File: config.mk
export PLATFORM = sky130hd
export DESIGN_NAME = warm_rst_seq
export DESIGN_NICKNAME = d
export VERILOG_FILES = /design/src/rtl/wrs_pkg.sv /design/src/rtl/wrs_regs.sv /design/src/rtl/wrs_hs_chain.sv /design/src/rtl/wrs_release.sv /design/src/rtl/warm_rst_seq.sv
export SDC_FILE = /design/constraint.sdc
export NUM_CORES = 1
export LEC_CHECK = 0
export ABC_AREA = 1
export BUFFER_PORTS_ARGS = -buffer_cell sky130_fd_sc_hd__buf_2
export CAP_MARGIN = 20
export CORE_MARGIN = 4
export CORE_UTILIZATION = 62
export CTS_CLUSTER_DIAMETER = 50
export DETAILED_ROUTE_END_ITERATION = 10
export MAX_ROUTING_LAYER = met4
export PLACE_DENSITY = 0.87
export RECOVER_POWER = 50
export SETUP_SLACK_MARGIN = 0.1
export SYNTH_ARGS = -nofsm -noshare
export SYNTH_HDL_FRONTEND = slang
export SYNTH_HIERARCHICAL = 1
export SYNTH_SLANG_ARGS = --single-unit
File: constraint.sdc
create_clock -name clk -period 6.1 [get_ports clk]
set_input_delay 0.915 -clock clk [delete_from_list [all_inputs] [get_ports clk]]
set_output_delay 0.915 -clock clk [all_outputs]
set_load 0.05 [all_outputs]
File: src/rtl/wrs_pkg.sv
// Package: shared constants, status bit positions and helpers for the
// warm reset sequencer. Assumes a 32-bit register data path.
package wrs_pkg;
    localparam int DLY_W   = 8;
    localparam int DLY_MIN = 17;
    localparam int DLY_MAX = 255;

    localparam logic [1:0] A_CTRL   = 2'd0;
    localparam logic [1:0] A_DELAY  = 2'd1;
    localparam logic [1:0] A_WIDTH  = 2'd2;
    localparam logic [1:0] A_STATUS = 2'd3;

    localparam int CTRL_SW_BIT = 8;
    localparam int ST_PIN  = 8;
    localparam int ST_FAB  = 9;
    localparam int ST_SW   = 10;
    localparam int ST_WD0  = 12;
    localparam int ST_TMO0 = 24;

    typedef enum logic [1:0] {REL_IDLE, REL_HOLD, REL_STAGE} rel_state_t;

    // Clamp a written delay into the legal staged-release range.
    function automatic logic [DLY_W-1:0] clamp_delay(input logic [31:0] v);
        if (v < 32'(DLY_MIN)) return DLY_W'(DLY_MIN);
        if (v > 32'(DLY_MAX)) return DLY_W'(DLY_MAX);
        return v[DLY_W-1:0];
    endfunction
endpackage

File: src/rtl/wrs_regs.sv
// Module: register file and sticky status word of the warm reset sequencer.
// Assumes one access per cycle, always accepted; reads return next cycle.
// Delay writes are dropped while a sequence is busy.
module wrs_regs
    import wrs_pkg::*;
#(
    parameter int NUM_HS  = 5,
    parameter int NUM_WD  = 4,
    parameter int PW_W    = 20,
    parameter int DLY_RST = 32,
    parameter int PW_RST  = 16
) (
    input  logic              clk,
    input  logic              rst_n,
    input  logic              bus_valid,
    input  logic              bus_write,
    input  logic [1:0]        bus_addr,
    input  logic [31:0]       bus_wdata,
    output logic              bus_rvalid,
    output logic [31:0]       bus_rdata,
    input  logic              busy,
    input  logic              pin_evt,
    input  logic              fab_evt,
    input  logic [NUM_WD-1:0] wd_evt,
    input  logic [NUM_HS-1:0] tmo_evt,
    output logic [NUM_HS-1:0] hs_en,
    output logic [DLY_W-1:0]  dly,
    output logic [PW_W-1:0]   pw,
    output logic              sw_req
);
    logic [NUM_HS-1:0] en_q;
    logic [DLY_W-1:0]  dly_q;
    logic [PW_W-1:0]   pw_q;
    logic [31:0]       st_q, set_vec, clr_vec;
    logic              sw_q, rv_q;
    logic [31:0]       rd_q;
    logic              wr, rd, clr_we;

    assign wr     = bus_valid & bus_write;
    assign rd     = bus_valid & ~bus_write;
    assign clr_we = wr && (bus_addr == A_STATUS);

    // Collect the status bits to be set this cycle.
    always_comb begin
        set_vec = '0;
        set_vec[ST_PIN] = pin_evt;
        set_vec[ST_FAB] = fab_evt;
        set_vec[ST_SW]  = sw_q;
        for (int i = 0; i < NUM_WD; i++) set_vec[ST_WD0 + i]  = wd_evt[i];
        for (int i = 0; i < NUM_HS; i++) set_vec[ST_TMO0 + i] = tmo_evt[i];
    end

    assign clr_vec = clr_we ? bus_wdata : '0;

    // Configuration registers and the one-cycle software request pulse.
    always_ff @(posedge clk) begin
        if (!rst_n) begin
            en_q  <= '0;
            dly_q <= DLY_W'(DLY_RST);
            pw_q  <= PW_W'(PW_RST);
            sw_q  <= 1'b0;
        end else begin
            sw_q <= wr && (bus_addr == A_CTRL) && bus_wdata[CTRL_SW_BIT];
            if (wr && bus_addr == A_CTRL)             en_q  <= bus_wdata[NUM_HS-1:0];
            if (wr && bus_addr == A_DELAY && !busy)  dly_q <= clamp_delay(bus_wdata);
            if (wr && bus_addr == A_WIDTH)            pw_q  <= bus_wdata[PW_W-1:0];
        end
    end

    // Sticky status: setting wins over a same-cycle clear.
    always_ff @(posedge clk) begin
        if (!rst_n) st_q <= '0;
        else        st_q <= (st_q & ~clr_vec) | set_vec;
    end

    // Registered read port.
    always_ff @(posedge clk) begin
        if (!rst_n) begin
            rv_q <= 1'b0;
            rd_q <= '0;
        end else begin
            rv_q <= rd;
            if (rd) begin
                case (bus_addr)
                    A_CTRL:  rd_q <= 32'(en_q);
                    A_DELAY: rd_q <= 32'(dly_q);
                    A_WIDTH: rd_q <= 32'(pw_q);
                    default: rd_q <= st_q;
                endcase
            end
        end
    end

    assign hs_en      = en_q;
    assign dly        = dly_q;
    assign pw         = pw_q;
    assign sw_req     = sw_q;
    assign bus_rvalid = rv_q;
    assign bus_rdata  = rd_q;

    // stored delay never below the legal minimum
    a_r6_delay_min: assert property (@(posedge clk) disable iff (!rst_n)
        dly_q >= DLY_W'(DLY_MIN));
    // without a clear write no status bit drops
    a_r8_sticky: assert property (@(posedge clk) disable iff (!rst_n)
        !clr_we |=> ((st_q & $past(st_q)) == $past(st_q)));
endmodule

File: src/rtl/wrs_hs_chain.sv
// Module: walks the enabled pre-reset handshakes lowest index first, one at
// a time. Each waits for its acknowledge or a shared timeout; a timeout
// yields a one-cycle event on its index. Assumes start only when idle.
module wrs_hs_chain #(
    parameter int NUM_HS = 5,
    parameter int TMO    = 1024
) (
    input  logic              clk,
    input  logic              rst_n,
    input  logic              start,
    input  logic [NUM_HS-1:0] en,
    input  logic [NUM_HS-1:0] ack,
    output logic [NUM_HS-1:0] req,
    output logic [NUM_HS-1:0] tmo_evt,
    output logic              done,
    output logic              active
);
    localparam int TW = $clog2(TMO + 1);

    logic [NUM_HS-1:0] pend_q, cur;
    logic [TW-1:0]     tmr_q;
    logic              act_q, hit, expire;

    assign cur     = pend_q & (~pend_q + NUM_HS'(1));
    assign hit     = |(cur & ack);
    assign expire  = (tmr_q == TW'(TMO - 1));
    assign req     = act_q ? cur : '0;
    assign done    = act_q && (pend_q == '0);
    assign tmo_evt = (act_q && !hit && expire) ? cur : '0;
    assign active  = act_q;

    // Pending mask, activity flag and per-handshake wait timer.
    always_ff @(posedge clk) begin
        if (!rst_n) begin
            pend_q <= '0;
            act_q  <= 1'b0;
            tmr_q  <= '0;
        end else if (start) begin
            pend_q <= en;
            act_q  <= 1'b1;
            tmr_q  <= '0;
        end else if (act_q) begin
            if (pend_q == '0) begin
                act_q <= 1'b0;
            end else if (hit || expire) begin
                pend_q <= pend_q & ~cur;
                tmr_q  <= '0;
            end else begin
                tmr_q <= tmr_q + TW'(1);
            end
        end
    end

    // never two handshake requests at once
    a_r2_onehot_req: assert property (@(posedge clk) disable iff (!rst_n)
        $onehot0(req));
    // wait timer stays inside the timeout window
    a_r3_timer_bound: assert property (@(posedge clk) disable iff (!rst_n)
        act_q |-> (tmr_q < TW'(TMO)));
    // no restart while a chain is running
    a_r9_no_restart: assert property (@(posedge clk) disable iff (!rst_n)
        start |-> !act_q);
    // once running, no handshake is added back
    a_r1_no_readd: assert property (@(posedge clk) disable iff (!rst_n)
        (act_q && !start) |=> ((pend_q & ~$past(pend_q)) == '0));
endmodule

File: src/rtl/wrs_release.sv
// Module: drives the reset outputs. It asserts both resets and the pin
// pulse, holds for the pulse width (one cycle if zero), releases the
// clock-control reset, then counts the staged delay before releasing the
// warm reset. Width and delay are captured at start.
module wrs_release
    import wrs_pkg::*;
#(
    parameter int PW_W = 20
) (
    input  logic             clk,
    input  logic             rst_n,
    input  logic             start,
    input  logic [PW_W-1:0]  pw,
    input  logic [DLY_W-1:0] dly,
    output logic             clkctl_rst,
    output logic             warm_rst,
    output logic             pin_drive,
    output logic             active
);
    localparam int CW = (PW_W > DLY_W) ? PW_W : DLY_W;

    rel_state_t       st_q;
    logic [PW_W-1:0]  pw_q;
    logic [DLY_W-1:0] dly_q;
    logic [CW-1:0]    cnt_q, cnt_nx;
    logic             clk_q, warm_q, pin_q;

    assign cnt_nx = cnt_q + CW'(1);

    // Hold / staged release state machine with registered outputs.
    always_ff @(posedge clk) begin
        if (!rst_n) begin
            st_q   <= REL_IDLE;
            pw_q   <= '0;
            dly_q  <= '0;
            cnt_q  <= '0;
            clk_q  <= 1'b0;
            warm_q <= 1'b0;
            pin_q  <= 1'b0;
        end else begin
            case (st_q)
                REL_IDLE: if (start) begin
                    st_q   <= REL_HOLD;
                    pw_q   <= pw;
                    dly_q  <= dly;
                    cnt_q  <= '0;
                    clk_q  <= 1'b1;
                    warm_q <= 1'b1;
                    pin_q  <= (pw != '0);
                end
                REL_HOLD: begin
                    if (pw_q == '0 || cnt_nx == CW'(pw_q)) begin
                        pin_q <= 1'b0;
                        clk_q <= 1'b0;
                        cnt_q <= '0;
                        st_q  <= REL_STAGE;
                    end else begin
                        cnt_q <= cnt_nx;
                    end
                end
                REL_STAGE: begin
                    if (cnt_nx == CW'(dly_q)) begin
                        warm_q <= 1'b0;
                        st_q   <= REL_IDLE;
                    end else begin
                        cnt_q <= cnt_nx;
                    end
                end
                default: st_q <= REL_IDLE;
            endcase
        end
    end

    assign clkctl_rst = clk_q;
    assign warm_rst   = warm_q;
    assign pin_drive  = pin_q;
    assign active     = (st_q != REL_IDLE);

    // warm reset falls only out of the staged phase, clock reset already low
    a_r5_clk_first: assert property (@(posedge clk) disable iff (!rst_n)
        $fell(warm_q) |-> (!clk_q && $past(st_q) == REL_STAGE));
    // the pin pulse lies inside the reset hold
    a_r4_pin_inside: assert property (@(posedge clk) disable iff (!rst_n)
        pin_q |-> (clk_q && warm_q));
endmodule

File: src/rtl/warm_rst_seq.sv
// Module: top of the warm reset sequencer. It edge-detects the request
// inputs, starts a sequence only when idle, chains the handshakes into the
// release unit and feeds events to the status word. Assumes request inputs
// are already synchronous to clk.
module warm_rst_seq
    import wrs_pkg::*;
#(
    parameter int NUM_HS  = 5,
    parameter int NUM_WD  = 4,
    parameter int PW_W    = 20,
    parameter int HS_TMO  = 1024,
    parameter int DLY_RST = 32,
    parameter int PW_RST  = 16
) (
    input  logic              clk,
    input  logic              rst_n,
    input  logic              reg_valid,
    output logic              reg_ready,
    input  logic              reg_write,
    input  logic [1:0]        reg_addr,
    input  logic [31:0]       reg_wdata,
    output logic              reg_rvalid,
    output logic [31:0]       reg_rdata,
    input  logic              pin_warm_req,
    input  logic              fabric_warm_req,
    input  logic [NUM_WD-1:0] wdog_warm_req,
    output logic [NUM_HS-1:0] hs_req,
    input  logic [NUM_HS-1:0] hs_ack,
    output logic              clkctl_rst,
    output logic              warm_rst,
    output logic              ext_rst_drive
);
    logic              pin_prev, fab_prev;
    logic [NUM_WD-1:0] wd_prev, wd_evt;
    logic              pin_evt, fab_evt, sw_req, any_req, busy, seq_start;
    logic [NUM_HS-1:0] hs_en, tmo_evt;
    logic [DLY_W-1:0]  dly;
    logic [PW_W-1:0]   pw;
    logic              hs_done, hs_active, rel_active;

    // Previous request levels for rising-edge detection.
    always_ff @(posedge clk) begin
        if (!rst_n) begin
            pin_prev <= 1'b0;
            fab_prev <= 1'b0;
            wd_prev  <= '0;
        end else begin
            pin_prev <= pin_warm_req;
            fab_prev <= fabric_warm_req;
            wd_prev  <= wdog_warm_req;
        end
    end

    assign pin_evt = pin_warm_req & ~pin_prev;
    assign fab_evt = fabric_warm_req & ~fab_prev;

    genvar g;
    generate
        for (g = 0; g < NUM_WD; g++) begin : g_wd_edge
            assign wd_evt[g] = wdog_warm_req[g] & ~wd_prev[g];
        end
    endgenerate

    assign any_req   = pin_evt | fab_evt | (|wd_evt) | sw_req;
    assign busy      = hs_active | rel_active;
    assign seq_start = any_req & ~busy;
    assign reg_ready = 1'b1;

    wrs_regs #(
        .NUM_HS(NUM_HS), .NUM_WD(NUM_WD), .PW_W(PW_W),
        .DLY_RST(DLY_RST), .PW_RST(PW_RST)
    ) u_regs (
        .clk(clk), .rst_n(rst_n),
        .bus_valid(reg_valid), .bus_write(reg_write), .bus_addr(reg_addr),
        .bus_wdata(reg_wdata), .bus_rvalid(reg_rvalid), .bus_rdata(reg_rdata),
        .busy(busy), .pin_evt(pin_evt), .fab_evt(fab_evt), .wd_evt(wd_evt),
        .tmo_evt(tmo_evt), .hs_en(hs_en), .dly(dly), .pw(pw), .sw_req(sw_req)
    );

    wrs_hs_chain #(.NUM_HS(NUM_HS), .TMO(HS_TMO)) u_chain (
        .clk(clk), .rst_n(rst_n), .start(seq_start), .en(hs_en), .ack(hs_ack),
        .req(hs_req), .tmo_evt(tmo_evt), .done(hs_done), .active(hs_active)
    );

    wrs_release #(.PW_W(PW_W)) u_rel (
        .clk(clk), .rst_n(rst_n), .start(hs_done), .pw(pw), .dly(dly),
        .clkctl_rst(clkctl_rst), .warm_rst(warm_rst), .pin_drive(ext_rst_drive),
        .active(rel_active)
    );

    // no handshake request while either reset output is asserted
    a_r2_hs_before_reset: assert property (@(posedge clk) disable iff (!rst_n)
        (|hs_req) |-> (!warm_rst && !clkctl_rst));
    // the clock-control reset is never high without the warm reset
    a_r5_clk_within_warm: assert property (@(posedge clk) disable iff (!rst_n)
        clkctl_rst |-> warm_rst);
endmodule

### After elaboration in Yosys (flattened, before gate mapping)

Index checks and enable logic that the tools add are counted.
Widths: inputs -> output; s select.

| storage, ports and cells | value |
|---|---|
| input bits | 49 |
| logic and storage cells | 141 |
| output and inout port bits | 42 |
| register bits | 175 |

| cells by class | value |
|---|---|
| equality and inequality tests | 13 |
| bitwise gates (word level) | 31 |
| multiplexer cells | 38 |
| add/sub/neg operators | 3 |
| reduce and logical (&&, ||, !) cells | 34 |
| magnitude comparators | 2 |

Operators with widths:

| operator | number |
|---|---|
| $pmux 32 s3 | 1 |
| $mux 20 | 3 |
| $pmux 20 s3 | 1 |
| $and 32x32->32 | 1 |
| $gt 32x8->1 const B | 1 |
| $lt 32x5->1 const B | 1 |
| $mux 32 | 1 |
| $mux 8 | 4 |
| $not 32->32 | 1 |
| $or 32x29->32 | 1 |
| $mux 5 | 6 |
| $add 20x1->20 const B | 1 |
| $eq 20x20->1 | 1 |
| $eq 20x8->1 | 1 |
| $logic_not 20->1 | 1 |
| $reduce_bool 20->1 | 1 |
| $and 5x5->5 | 3 |
| $reduce_and 3->1 | 5 |
| $mux 1 | 14 |
| $add 11x1->11 const B | 1 |
| $eq 11x10->1 const B | 1 |
| $mux 11 | 1 |
| $not 1->1 | 10 |
| $not 5->5 | 2 |
| other kinds (21) | 58 |

### Depth between registers and ports, before layout

| logic depth | value |
|---|---|
| depth after elaboration | 11 |
| mapped depth | 19 |
| gate-level depth less buffers | 19 |

### Hierarchy

The synthesis kept the hierarchy.

Modules (own cells, without submodules):

| module | cells an instance | sequential area each (sq um) | instances | area each (sq um) |
|---|---|---|---|---|
| wrs_regs | 496 | 1981.9 | 1 | 3849.9 |
| wrs_release | 564 | 1061.0 | 1 | 3553.4 |
| wrs_hs_chain | 153 | 340.3 | 1 | 1029.7 |
| warm_rst_seq | 45 | 120.1 | 1 | 281.5 |

### Worst setup path after synthesis

No wires, ideal clock.

| path | value |
|---|---|
| path type | register -> output |
| from | register u_chain.pend_q[1] |
| to | output hs_req[4] |
| setup slack | 3742 ps |
| data arrival time | 1443 ps |
| buffers on the path | 0 |
| cell stages (with the launch flop) | 6 |
| required time | 5185 ps |
| cell sequence | dfxtp_1 -> nor2_2 -> nand2_2 -> nor2_4 -> nand2_1 -> nor2_1 |

| between the ends | value |
|---|---|
| cells in the longest elaborated chain, start to end | 4 |

Ends and longest elaborated chain:

| item | RTL line | RTL |
|---|---|---|
| start, declared | wrs_hs_chain.sv:20 | `logic [NUM_HS-1:0] pend_q, cur;` |
| start signal, assigned | wrs_hs_chain.sv:39 | `pend_q <= en;` |
| start signal, assigned | wrs_hs_chain.sv:46 | `pend_q <= pend_q & ~cur;` |
| $not 5->5 | wrs_hs_chain.sv:24 | `assign cur = pend_q & (~pend_q + NUM_HS'(1));` |
| $add 5x1->5 | wrs_hs_chain.sv:24 |  |
| $and 5x5->5 | wrs_hs_chain.sv:24 |  |
| $mux 5 | wrs_hs_chain.sv:27 | `assign req = act_q ? cur : '0;` |
| end, declared | warm_rst_seq.sv:27 | `output logic [NUM_HS-1:0] hs_req,` |

Every way passes these cells.

==> flow_metrics.env <==
export IMPL_antenna_found_initial=1
export IMPL_layout_common_cells="nand2_1, dfxtp_1, nor2_1"
export IMPL_cts_setup_buffers=0
export IMPL_hold_path_depth=2
export IMPL_cts_root_buf="clkbuf_16"
export IMPL_core_mm2=0.0138
export IMPL_status="complete, but fails checks"
export IMPL_crit_path_start_kind="input port"
export IMPL_num_vias=8546
export IMPL_insertion_delay_ns=0.44
export IMPL_drtIter0Drc=945
export IMPL_portBuffers=89
export IMPL_p_seq_share_pct=37.8
export IMPL_hold_viol_final=0
export IMPL_setup_viol_count_final=0
export IMPL_syn_inst=1258
export IMPL_grt_max_degree=86
export IMPL_multi_input_area_mm2=0.00434
export IMPL_worstPathRequired_ns=6.42
export IMPL_reg2reg_from="u_rel/cnt_q[0]"
export IMPL_grt_pass1_wl_um=38000
export IMPL_h_tree_depth=4
export IMPL_gp_congestion=0.930
export IMPL_worstMarginPinSlew_ns=1.50
export IMPL_fp_dieH_um=127
export IMPL_dpl_hpwl_um=16800
export IMPL_cts_tree="built"
export IMPL_synth_area_leaders="dfxtp_1, nand2_1, nor2_1, inv_1, a21oi_1"
export IMPL_max_freq_ghz=0.251
export IMPL_drcViolationCount=0
export IMPL_clkTransAtPathRegs_ns=0.07
export IMPL_layout_commonest_cell="nand2_1"
export IMPL_synth_edf_count=0
export IMPL_drt_pre_antenna_iters=6
export IMPL_ys_ff_latch=175
export IMPL_critPathLaunch="rst_n"
export IMPL_tns_ns=0
export IMPL_finClkSkew_ns=0.0136
export IMPL_synth_compound_area_share_pct=16.3
export IMPL_reg2reg_depth=16
export IMPL_synthFlopType="dfxtp_1"
export IMPL_synth_warnings=6
export IMPL_wl_um=23500
export IMPL_slew_violations=37
export IMPL_hold_path_end="u_regs/st_q[5]"
export IMPL_synth_adder_area_share_pct=0.861
export IMPL_synthSimpleGateAreaFrac_pct=31.7
export IMPL_row_count=43
export IMPL_p_int_mw=2.23
export IMPL_cts_buffers=17
export IMPL_cp_arrival_ns=4.31
export IMPL_finalCritPeriodShare_pct=65.4
export IMPL_ys_seq_area_share_pct=40.2
export IMPL_yosys_area_top_type="dfxtp_1"
export IMPL_leakagePower_nw=4.20
export IMPL_ant_nets=0
export IMPL_cts_hold_buf=0
export IMPL_path_class="in2reg"
export IMPL_synth_top_family_by_area="simple AND/OR/NAND/NOR gates"
export IMPL_synth_mux_area_share_pct=0
export IMPL_initial_core_util_pct=63.0
export IMPL_grt_util_all_layers_pct=29.8
export IMPL_drv_cap=1
export IMPL_grt_pass1_vias=8059
export IMPL_r2r_end="u_rel/cnt_q[1]"
export IMPL_switching_power_mw=1.56
export IMPL_crit_fanout=45
export IMPL_clkPwrFrac_pct=28.9
export IMPL_cts_resized=0
export IMPL_drive_gt1_share_pct=13.0
export IMPL_n_fill_cell=1096
export IMPL_nNetsFinal=1382
export IMPL_synthDistinctLibCells=55
export IMPL_routed_via_density=5.61
export IMPL_hold_class="reg2reg"
export IMPL_syn_nets=1313
export IMPL_die_w_um=127
export IMPL_post_drt_wl_per_cell_um=15.4
export IMPL_cts_sinks=175
export IMPL_regArea_mm2=0.00350
export IMPL_rsz0062_at_grt="false"
export IMPL_period_minus_slack_ns=3.99
export IMPL_min_delay_start="u_regs/st_q[5]"
export IMPL_synthArstFlopShare_pct=0
export IMPL_slew_limit_headroom_pct=-0.226
export IMPL_io_pins=91
export IMPL_critPathCaptureType="register"
export IMPL_gr_total_overflow=0
export IMPL_power_density_mw_per_mm2=389
export IMPL_peakVddDrop_mv=0.301
export IMPL_syn_avg_cell_area_um2=6.93
export IMPL_r2r_setup_slack_ns=3.13
export IMPL_swShare_pct=41.2
export IMPL_area_growth_pct=11.8
export IMPL_clockBufferDepth=2
export IMPL_synth_area_mm2=0.00871
export IMPL_die_area_mm2=0.0160
export IMPL_final_util_pct=70.5
export IMPL_power_frac_comb_pct=33.3
export IMPL_netlist_area_leader_share_pct=40.2
export IMPL_synthXorXnorAreaFrac_pct=0.905
export IMPL_violations="max-capacitance violations, max-slew violations"
critical path, cell delays in order:
cell and delay, ns:
clkbuf_1 1.06, inv_1 1.12, nor2_1 0.91, nand3_1 0.14, o311ai_0 0.15
layer usage:
layer,part of all wire [%],global-route usage [%]
met3,8.0,6.19
met4,3.6,14.1
met1,41,36.0
met5,0,-
met2,47,47.8
cell usage after synthesis (3+ instances only):
cell	n
nand2_1	308
dfxtp_1	175
nand3_1	63
o21ai_0	75
a32o_1	3
o2111ai_1	3
inv_2	14
o21ai_1	20
nor3_1	4
buf_2	11
a211oi_1	7
a21oi_2	22
a41oi_1	3
a22oi_1	5
xor2_1	7
nand2_4	3
nor4_1	9
nand3b_1	4
inv_1	145
nand4_1	15
nand3_2	4
nor3_2	4
ha_1	6
nor2_1	160
o311ai_1	3
a21oi_1	87
nor2_4	7
nand2_2	12
a31oi_1	7
buf_1	4
buf_6	6
clkinv_1	5
o211ai_1	4
nor2_2	7
buf_4	3
clkbuf_1	18
logic make-up (layout without fill, tap and decap cells):
kind of cell    count (synthesis)  after routing
other cells                     1              3
compound gates                244            244
flops                         175            175
xor+xnor                        9              9
buf+inv                       210            292
simple gates                  613            613
fa+ha+maj                       6              6
through the flow:
| step | cells | worst slack, ns | total power [mW] | hold slack (ns) | cell area (µm²) |
|---|---|---|---|---|---|
| 2_1_floorplan | 1258 | 3.74 | 2.43 | 0.412 | 8710 |
| 3_3_place_gp | 1488 | 3.25 | 2.65 | 0.418 | 9180 |
| 3_5_place_dp | 1488 | 3.16 | 2.68 | 0.422 | 9180 |
| 4_1_cts | 1520 | 3.19 | 3.77 | 0.433 | 9790 |
| 5_1_grt | 1522 | 1.54 | 4.01 | 0.451 | 9750 |
| 6_report | 1522 | 2.11 | 3.79 | 0.433 | 9750 |
state kept, by name, summed over array words and instances, names as in the netlist, 2 cells and up:
signal            count
u_regs/bus_rdata     32
u_rel/st_q            2
u_rel/dly_q           8
u_regs/hs_en          5
u_regs/dly            8
u_rel/pw_q           20
u_chain/pend_q        5
u_regs/st_q          32
u_chain/tmr_q        11
u_rel/cnt_q          20
u_regs/pw            20
wd_prev               4
area by class of cell:
| cell class | instances | share of cell area, % |
|---|---|---|
| well taps | 180 | 2.31 |
| repair buffers | 92 | 4.33 |
| diodes | 2 | 0.0514 |
| clock buffers | 17 | 4.37 |
| clock inverters | 15 | 1.90 |
| flip-flops and latches | 175 | 35.9 |
| inverters | 168 | 6.59 |
| multi-input cells | 873 | 44.5 |
power by group through the flow:
stage               registers, mW  clock network (mW)  logic, mW
global placement             1.45                   0       1.20
finish                       1.43                1.10       1.26
CTS                          1.43                1.10       1.25
global route                 1.45                1.14       1.41
floorplan                    1.45                   0      0.986
detailed placement           1.45                   0       1.23
worst max-delay path by stage:
stage | end
after floorplan | hs_req[4]
after global placement | u_regs/bus_rdata[19]
after detailed placement | u_regs/bus_rdata[16]
after CTS | u_rel/cnt_q[1]
after global routing | u_regs/bus_rdata[18]
final | u_regs/bus_rdata[16]
Note: power is estimated with default switching activity, not from simulation.
